$ cat src/rtl/tdm_phase_pkg.sv
package tdm_phase_pkg;
  localparam int LANES   = 8;
  localparam int NIB_W   = 4;
  localparam int CFG_W   = 16;
  localparam int PHASES  = 4;
  localparam int OFF_W   = 5;
  localparam int LANES_PER_WORD = CFG_W / NIB_W;

  typedef struct packed {
    logic       loop;
    logic       dlyDir;
    logic [1:0] step;
  } laneCfg_t;

  typedef struct packed {
    logic [LANES-1:0] sample;
    logic [LANES-1:0] first;
    logic [LANES-1:0] loopSel;
  } laneStrobe_t;

  // signed shift in clock cycles: + later, - earlier
  function automatic logic signed [OFF_W-1:0] stepOffset(laneCfg_t c, logic en);
    logic signed [OFF_W-1:0] mag;
    case (c.step)
      2'd1:    mag = OFF_W'(2);
      2'd2:    mag = OFF_W'(4);
      2'd3:    mag = OFF_W'(8);
      default: mag = '0;
    endcase
    return (c.dlyDir & en) ? mag : -mag;
  endfunction
endpackage

$ cat src/rtl/tdm_phase_ctrl.sv
module tdm_phase_ctrl
  import tdm_phase_pkg::*;
#(
  parameter int FRAME_BITS = 32
) (
  input  logic             clk,
  input  logic             rstN,
  input  logic             frameSync,
  input  logic             timingEn,
  input  logic [CFG_W-1:0] cfgLo,
  input  logic [CFG_W-1:0] cfgHi,
  output laneStrobe_t      strb
);
  localparam int TOTAL = FRAME_BITS * PHASES;
  localparam int TW    = $clog2(TOTAL);
  localparam int SW    = TW + 2;
  localparam logic [TW-1:0] LAST = TW'(TOTAL - 1);
  localparam logic signed [SW-1:0] TOT_S = SW'(TOTAL);

  logic [TW-1:0] tick;
  logic          synced;
  logic [2*CFG_W-1:0] cfgAll;
  logic signed [OFF_W-1:0] offNext [LANES];
  logic signed [OFF_W-1:0] offReg  [LANES];
  logic [LANES-1:0] loopNext;
  logic [LANES-1:0] loopReg;

  assign cfgAll = {cfgHi, cfgLo};

  for (genvar i = 0; i < LANES; i++) begin : g_lane
    laneCfg_t laneC;
    logic signed [SW-1:0] diff;
    logic signed [SW-1:0] wrapped;
    logic [TW-1:0] laneTick;

    assign laneC       = laneCfg_t'(cfgAll[i*NIB_W +: NIB_W]);
    assign offNext[i]  = stepOffset(laneC, timingEn);
    assign loopNext[i] = laneC.loop;

    always_comb begin
      diff = $signed({2'b00, tick}) - SW'(offReg[i]);
      if (diff < 0)            wrapped = diff + TOT_S;
      else if (diff >= TOT_S)  wrapped = diff - TOT_S;
      else                     wrapped = diff;
      laneTick = wrapped[TW-1:0];
    end

    assign strb.sample[i]  = synced & (laneTick[1:0] == 2'd3);
    assign strb.first[i]   = (laneTick < TW'(PHASES));
    assign strb.loopSel[i] = loopReg[i];
  end

  always_ff @(posedge clk or negedge rstN) begin
    if (!rstN) begin
      tick    <= '0;
      synced  <= 1'b0;
      loopReg <= '0;
      for (int i = 0; i < LANES; i++) offReg[i] <= '0;
    end else if (frameSync) begin
      tick    <= TW'(1);
      synced  <= 1'b1;
      loopReg <= loopNext;
      for (int i = 0; i < LANES; i++) offReg[i] <= offNext[i];
    end else begin
      tick <= (tick == LAST) ? '0 : tick + 1'b1;
    end
  end
endmodule

$ cat src/rtl/tdm_phase_dp.sv
module tdm_phase_dp
  import tdm_phase_pkg::*;
(
  input  logic             clk,
  input  logic             rstN,
  input  logic [LANES-1:0] rxLane,
  input  logic [LANES-1:0] txLane,
  input  laneStrobe_t      strb,
  output logic [LANES-1:0] bitOut,
  output logic [LANES-1:0] bitValid,
  output logic [LANES-1:0] frameStart
);
  logic [LANES-1:0] laneIn;

  for (genvar i = 0; i < LANES; i++) begin : g_mux
    assign laneIn[i] = strb.loopSel[i] ? txLane[i] : rxLane[i];
  end

  always_ff @(posedge clk or negedge rstN) begin
    if (!rstN) begin
      bitOut     <= '0;
      bitValid   <= '0;
      frameStart <= '0;
    end else begin
      bitValid   <= strb.sample;
      frameStart <= strb.sample & strb.first;
      bitOut     <= (bitOut & ~strb.sample) | (laneIn & strb.sample);
    end
  end
endmodule

$ cat src/rtl/tdm_phase_align.sv
module tdm_phase_align
  import tdm_phase_pkg::*;
#(
  parameter int FRAME_BITS = 32
) (
  input  logic             clk,
  input  logic             rstN,
  input  logic             frameSync,
  input  logic             timingEn,
  input  logic [CFG_W-1:0] cfgLo,
  input  logic [CFG_W-1:0] cfgHi,
  input  logic [LANES-1:0] rxLane,
  input  logic [LANES-1:0] txLane,
  output logic [LANES-1:0] bitOut,
  output logic [LANES-1:0] bitValid,
  output logic [LANES-1:0] frameStart
);
  laneStrobe_t strb;

  tdm_phase_ctrl #(.FRAME_BITS(FRAME_BITS)) ctrl_i (
    .clk(clk), .rstN(rstN), .frameSync(frameSync), .timingEn(timingEn),
    .cfgLo(cfgLo), .cfgHi(cfgHi), .strb(strb)
  );

  tdm_phase_dp dp_i (
    .clk(clk), .rstN(rstN), .rxLane(rxLane), .txLane(txLane), .strb(strb),
    .bitOut(bitOut), .bitValid(bitValid), .frameStart(frameStart)
  );
endmodule

$ cat config.mk
export PLATFORM = sky130hd
export DESIGN_NAME = tdm_phase_align
export DESIGN_NICKNAME = d
export VERILOG_FILES = /design/src/rtl/tdm_phase_pkg.sv /design/src/rtl/tdm_phase_ctrl.sv /design/src/rtl/tdm_phase_dp.sv /design/src/rtl/tdm_phase_align.sv
export SDC_FILE = /design/constraint.sdc
export NUM_CORES = 1
export LEC_CHECK = 0
export CAP_MARGIN = 20
export CORE_MARGIN = 4
export CORE_UTILIZATION = 50
export DETAILED_ROUTE_END_ITERATION = 8
export MAX_ROUTING_LAYER = met4
export PLACE_DENSITY_LB_ADDON = 0.15
export RECOVER_POWER = 100
export SLEW_MARGIN = 20
export SYNTH_ARGS = -nofsm -noshare
export SYNTH_HDL_FRONTEND = slang
export SYNTH_SLANG_ARGS = --single-unit
$ cat constraint.sdc
create_clock -name clk -period 6.9 [get_ports clk]
set_clock_uncertainty 0.2 [all_clocks]
set_input_delay 1.38 -clock clk [delete_from_list [all_inputs] [get_ports clk]]
set_output_delay 1.38 -clock clk [all_outputs]
set_load 0.005 [all_outputs]
==> metrics, run 1 <==
Bufs and invs on worst path 2; Static Leak about 0.003 µW; area leader, netlist dfrtp_1; global-route usage over all layers between 20% and 30%; cts hold-fix bufs 0; fraction of layout cells with a size suffix above 1 4.95%; hold depth 1; IO Port Bufs 75; Final ANT Viol Nets 0; worst relative slew slack -111%; Achievable Freq ~0.24 GHz; Ys Warns 0; hold path endpoint ctrl_i.synced$_DFFE_PN0P_; pwr dens around 200 nW/µm²; Seq/Total Area, Yosys a little over a third; worst reg2reg setup slack about 3900 ps; DRC errors left 0; worst path cell trace buf_2 > clkbuf_1 > o21ai_0 > o21ai_0; number of buffers created by CTS 9; reg-to-reg critical path startpoint ctrl_i.tick[1]$_DFF_PN0_; worst min-delay path class reg -> reg; pre-CTS WS around 3600 ps; Final Hold Violating Endpoints 0; Max FO, Critical Path 80; n_diodes 0; IO Count between 70 and 80; area delta synth->final 19.3%; GR Util met2 35.2%; Via density 5.33; TritonCTS clock tree yes; status finished, violations left; final setup margin ~2700 ps; startpoint types input pin; num rows 36; CTS clk-pin slew, worst paths around 70 ps; postcts setup bufs 0; RSZ-0062 raised after global routing false; crit-path max cell delay around 2200 ps; dpl hpwl 7.81 mm; initial DRC count approximately 140; global placement routability congestion about 0.85; Max-Cap Viols 1; Die X approximately 110 µm; DIE AREA 11900 µm²; vias in the first global route approximately 4200; post-DR wirelength/cell ~15 µm; Tmin final between 4000 and 5000 ps; endpoint class of the critical path flop; final WL about 11 mm; Mapped Area slightly above 5000 µm²; syn avg cell area a little over 9 µm²; Resized Gates After CTS 0; Worst-Skew Late Latency ~340 ps; setup TNS 0 ps; M3 GR Usage 4.26%; total gr overflow 0; Synth area leaders dfrtp_1 35%, ha_1 20%, o21ai_0 5.0%; via count 4043; reg2reg end dp_i.frameStart[5]$_DFF_PN0_; worst-margin pin slew around 3200 ps; CTS sink cnt between 70 and 80; Top delay family on crit path buffers and inverters; H-tree depth 3; CP Class in -> reg; CTS Buffer Depth 2; Reg2Reg Depth 7; count of final setup violators 0; Slew Viols, Final 81; fin nets 756; largest net degree at the start of global routing 81; post-synth top area share 35.1%; Worst Path Arrival 4200 ps; Cell variety after synth 26; Final Core Density between 60 and 70%; initial antenna violation count 0; Die Height about 110 µm; M1 GR Usage between 20 and 25%; Crit path required time between 6000 and 7000 ps; Max VDD drop between 0.09 and 0.1 mV; Yosys reg bits 72; Starting Density approximately half; Mapped Cells 548; Final Cycle Share about three fifths; root buffer cell clkbuf_8; CP max-delay cell clkbuf_1; drt pass-1 iters 4; dominant cell type by count on the critical path o21ai_0; Hold Crit Start ctrl_i.synced$_DFFE_PN0P_; core area 9860 µm²; Most Used Layer, Global Route met2; Post-Syn Nets 681; failing checks max-capacitance violations, max-slew violations; wire length of the first global-routing pass 18.6 mm
-- layer usage --
metal | share of wire [%] | vias up
met5 | 0 | -
met1 | 44 | 1922
met4 | 1.2 | 0
met3 | 4.9 | 13
met2 | 50 | 76
li1 | - | 2032
-- worst register-to-register path: cells and delay by family (launching register included) --
family,cells,cell delay (ps)
fa+ha+maj,1,390
compound gates,3,760
buf+inv,1,490
xor+xnor,1,90
simple gates,1,140
flops,1,760
-- logic make-up (layout without fill, tap and decap cells) --
logic type | after synthesis | after routing | share of synthesized area (%)
AOI/OAI and AO/OA | 137 | 137 | 16.3
and+or+nand+nor | 135 | 135 | 13.0
xor gates and xnor gates | 37 | 37 | 6.32
DFF | 72 | 72 | 35.1
muxes | 24 | 24 | 4.88
buffers and inverters | 62 | 140 | 4.59
adders and majority gates | 81 | 81 | 19.8
-- cells in the mapped netlist (all sizes together) --
master   instances
o21bai           9
ha              81
o31ai            8
clkbuf          10
nand2           34
inv             50
o21ai           54
nor2b            9
nor2            58
a2111oi          8
and3             4
or3b             8
o21a             8
or2              1
mux2             8
xnor2           19
mux2i           16
buf              2
nor3            10
a31oi            5
nand3           11
a21oi           45
xor2            18
dfrtp           72
-- worst max-delay path by stage --
stage	startpoint	to	slack, ps	cells after the start
2_1_floorplan	frameSync	ctrl_i.offReg[12]$_DFFE_PN0P_	4380	4
3_3_place_gp	timingEn	ctrl_i.offReg[33]$_DFFE_PN0P_	3660	4
3_5_place_dp	timingEn	ctrl_i.offReg[33]$_DFFE_PN0P_	3610	4
4_1_cts	ctrl_i.tick[1]$_DFF_PN0_	dp_i.frameStart[5]$_DFF_PN0_	3960	7
5_1_grt	frameSync	ctrl_i.offReg[3]$_DFFE_PN0P_	2130	4
6_report	frameSync	ctrl_i.offReg[18]$_DFFE_PN0P_	2710	4
-- cell type report --
| type | count | area, µm² |
|---|---|---|
| clock buffer | 14 | 173 |
| inverter | 50 | 188 |
| timing repair buffer | 76 | 747 |
| multi-input combinational | 414 | 3040 |
| sequential | 72 | 1800 |
| tap | 133 | 166 |
| fill | 807 | 3750 |
-- cells in the final DEF (no fill, tap or decap), types with 2 or more instances in the layout --
cell / Yosys / routed
ha_1: 81 / 81
dfrtp_1: 72 / 72
nor2_1: 58 / 58
o21ai_0: 51 / 51
inv_1: 50 / 50
a21oi_1: 45 / 45
clkdlybuf4s50_1: 0 / 42
nand2_1: 34 / 34
dlygate4sd3_1: 0 / 31
xnor2_1: 19 / 19
xor2_1: 18 / 18
mux2i_1: 16 / 16
clkbuf_8: 0 / 12
nand3_1: 11 / 11
nor3_1: 10 / 10
o21bai_1: 9 / 9
o21a_1: 8 / 8
o31ai_1: 8 / 8
or3b_1: 8 / 8
mux2_2: 8 / 8
nor2b_4: 8 / 7
a2111oi_0: 0 / 7
a31oi_1: 5 / 5
and3_1: 4 / 4
o21ai_1: 3 / 3
clkbuf_1: 10 / 3
nor2b_1: 1 / 2
-- metrics by stage --
| step | cells | hold WS (ps) | power [µW] | cell area, µm² |
|---|---|---|---|---|
| final | 759 | 279 | 1210 | 6110 |
| after global routing | 759 | 291 | 1300 | 6110 |
| after CTS | 759 | 279 | 1250 | 6170 |
| after detailed placement | 745 | 263 | 935 | 6000 |
| after global placement | 745 | 252 | 917 | 6000 |
| after floorplan | 548 | 239 | 781 | 5130 |
-- power breakdown --
group	switching (µW)	internal (µW)
clock network	150	157
logic	199	199
registers	34.3	473
total	383	830
(Power assumes the default switching activity.)
==> run 2, diff against run 1 <==
==> constraint.sdc (replaced) <==
create_clock -name clk -period 3.9 [get_ports clk]
set_clock_uncertainty 0.2 [all_clocks]
set_input_delay 0.78 -clock clk [delete_from_list [all_inputs] [get_ports clk]]
set_output_delay 0.78 -clock clk [all_outputs]
set_load 0.005 [all_outputs]
==> run 2 against run 1 <==
The run still ends with max-capacitance violations, max-slew violations left. Critical path depth is 1 lower. Final cell count is 0.26% higher. Global-route usage is 0.21 points higher. Die area stayed put. Flip-flop and latch count stayed put. Clock-buffer cell count is 2 lower. Clock power is 70% higher. Critical path type unchanged. Largest power group unchanged. Highest routed layer unchanged.
==> metrics, run 2 (same netlist as run 1, synthesis figures left out) <==
pwr dens 348 nW/µm² (+75%); Max VDD drop 0.160 mV (+62%); initial DRC count 130 (-7.8%); CTS sink cnt 72 (unchanged); worst-margin pin slew 2140 ps (-1020 ps); RSZ-0062 raised after global routing false; endpoint class of the critical path flop; Die Height 109 µm (unchanged); total gr overflow 0 (unchanged); core area 9860 µm² (unchanged); worst min-delay path class reg -> reg; multi-input logic area 3040 µm² (about the same); Min Hold Slack 270 ps (-9.23 ps); fraction of layout cells with a size suffix above 1 4.78% (-0.18 points); hold path endpoint ctrl_i.synced$_DFFE_PN0P_; Die X 109 µm (unchanged); most frequent cells in the layout 81 x ha_1, 72 x dfrtp_1, 58 x nor2_1; reg-to-reg critical path startpoint ctrl_i.tick[1]$_DFF_PN0_; Worst Path Arrival 3010 ps (-1190 ps); Fill cells 820 (+1.6%); number of buffers created by CTS 9 (unchanged); cts hold-fix bufs 0 (unchanged); vias in the first global route 4168 (-0.22%); failing checks max-capacitance violations, max-slew violations; dpl hpwl 8.13 mm (+4.0%); reg2reg end dp_i.frameStart[3]$_DFF_PN0_; DP Cell Count 748 (+0.40%); Top delay family on crit path buffers and inverters; Max FO, Critical Path 47 (-41%); Reg2Reg Depth 7 (unchanged); fin nets 759 (+0.40%); Bufs and invs on worst path 2 (unchanged); Cell Count, Final, Fillers Out 761 (+0.26%); largest net degree at the start of global routing 73 (-9.9%); CP max-delay cell clkbuf_1; commonest non-fill, non-tap cell in the layout ha_1; status finished, violations left; Pwr Total 2120 µW (+75%); worst path cell trace clkbuf_1 > clkbuf_1 > o21ai_0; DRC errors left 0 (unchanged); Slew Viols, Final 121 (+49%); area delta synth->final 19.2% (about the same); Final Hold Violating Endpoints 0 (unchanged); Final Cycle Share about 77%; postcts setup bufs 0 (unchanged); initial antenna violation count 0 (unchanged); final WL 11.2 mm (+1.1%); IO Port Bufs 75 (unchanged); post-DR wirelength/cell 14.7 µm (+0.85%); CP Class in -> reg; Via density 5.32 (-0.21%); hold depth 1 (unchanged); drt pass-1 iters 4 (unchanged); Achievable Freq 0.331 GHz; Static Leak 0.00300 µW (about the same); worst relative slew slack -43.0% (+68 points); Crit path required time 3890 ps (-3020 ps); crit-path max cell delay 1500 ps (-720 ps); num rows 36 (unchanged); via count 4045 (+0.049%); Reg area 1800 µm² (unchanged); Worst-Skew Late Latency 330 ps (about the same); CTS clk-pin slew, worst paths 70 ps (about the same); count of final setup violators 0 (unchanged); Max-Cap Viols 2 (+1); Starting Density 52.0% (unchanged); global placement routability congestion 0.821 (-2.9%); wire length of the first global-routing pass 18.8 mm (+0.92%); worst reg2reg setup slack 1280 ps (-2630 ps); global-route usage over all layers 20.5% (+0.21 points); n_diodes 0 (unchanged); Hold Crit Start ctrl_i.synced$_DFFE_PN0P_; Resized Gates After CTS 0 (unchanged); DIE AREA 11900 µm² (unchanged); Final ANT Viol Nets 0 (unchanged); TritonCTS clock tree yes; startpoint types input pin; CTS Buffer Depth 2 (unchanged); setup TNS 0 ps (unchanged); Final Core Density 61.9% (about the same); root buffer cell clkbuf_8; IO Count 76 (unchanged); dominant cell type by count on the critical path clkbuf_1; Tmin final a little over 3000 ps; H-tree depth 3 (unchanged)
## run 2: cell type report
cell class                      instances  area share [%]
Tap cell                              133            2.72
Inverter                               50            3.07
Clock buffer                           12            2.54
Multi-Input combinational cell        414            49.8
Sequential cell                        72            29.5
Clock inverter                          1          0.0819
Timing Repair Buffer                   79            12.3
## run 2: where the power goes
part           internal, µW  switching [µW]  total [µW]  leakage (µW)
sequential              837            52.2         890      0.000877
clock                   255             266         521     0.0000842
combinational           355             359         714       0.00204
total                  1450             677        2120       0.00300
## run 2: worst max-delay path by stage
| stage | endpoint | cells past startpoint | startpoint | slack (ps) |
|---|---|---|---|---|
| final | ctrl_i.offReg[24]$_DFFE_PN0P_ | 3 | frameSync | 880 |
| after CTS | dp_i.frameStart[3]$_DFF_PN0_ | 6 | ctrl_i.tick[2]$_DFF_PN0_ | 1290 |
| after global routing | ctrl_i.offReg[31]$_DFFE_PN0P_ | 3 | frameSync | 590 |
| after detailed placement | ctrl_i.offReg[27]$_DFFE_PN0P_ | 4 | timingEn | 1250 |
| after global placement | ctrl_i.offReg[3]$_DFFE_PN0P_ | 4 | timingEn | 1290 |
| after floorplan | dp_i.frameStart[2]$_DFF_PN0_ | 7 | ctrl_i.tick[1]$_DFF_PN0_ | 1750 |
## run 2: per-layer routing
metal	vias to the layer above	GRT usage [%]	share of wire (%)
li1	2033	-	-
met1	1909	25.2	46
met2	79	34.0	48
met3	24	3.26	4.1
met4	0	7.93	2.2
met5	-	-	0
## run 2: metrics by stage
step | cell area (µm²) | setup slack, ps
floorplan | 5130 | 1750
global placement | 6020 | 1290
detailed placement | 6020 | 1250
CTS | 6180 | 1290
global route | 6110 | 590
finish | 6110 | 880
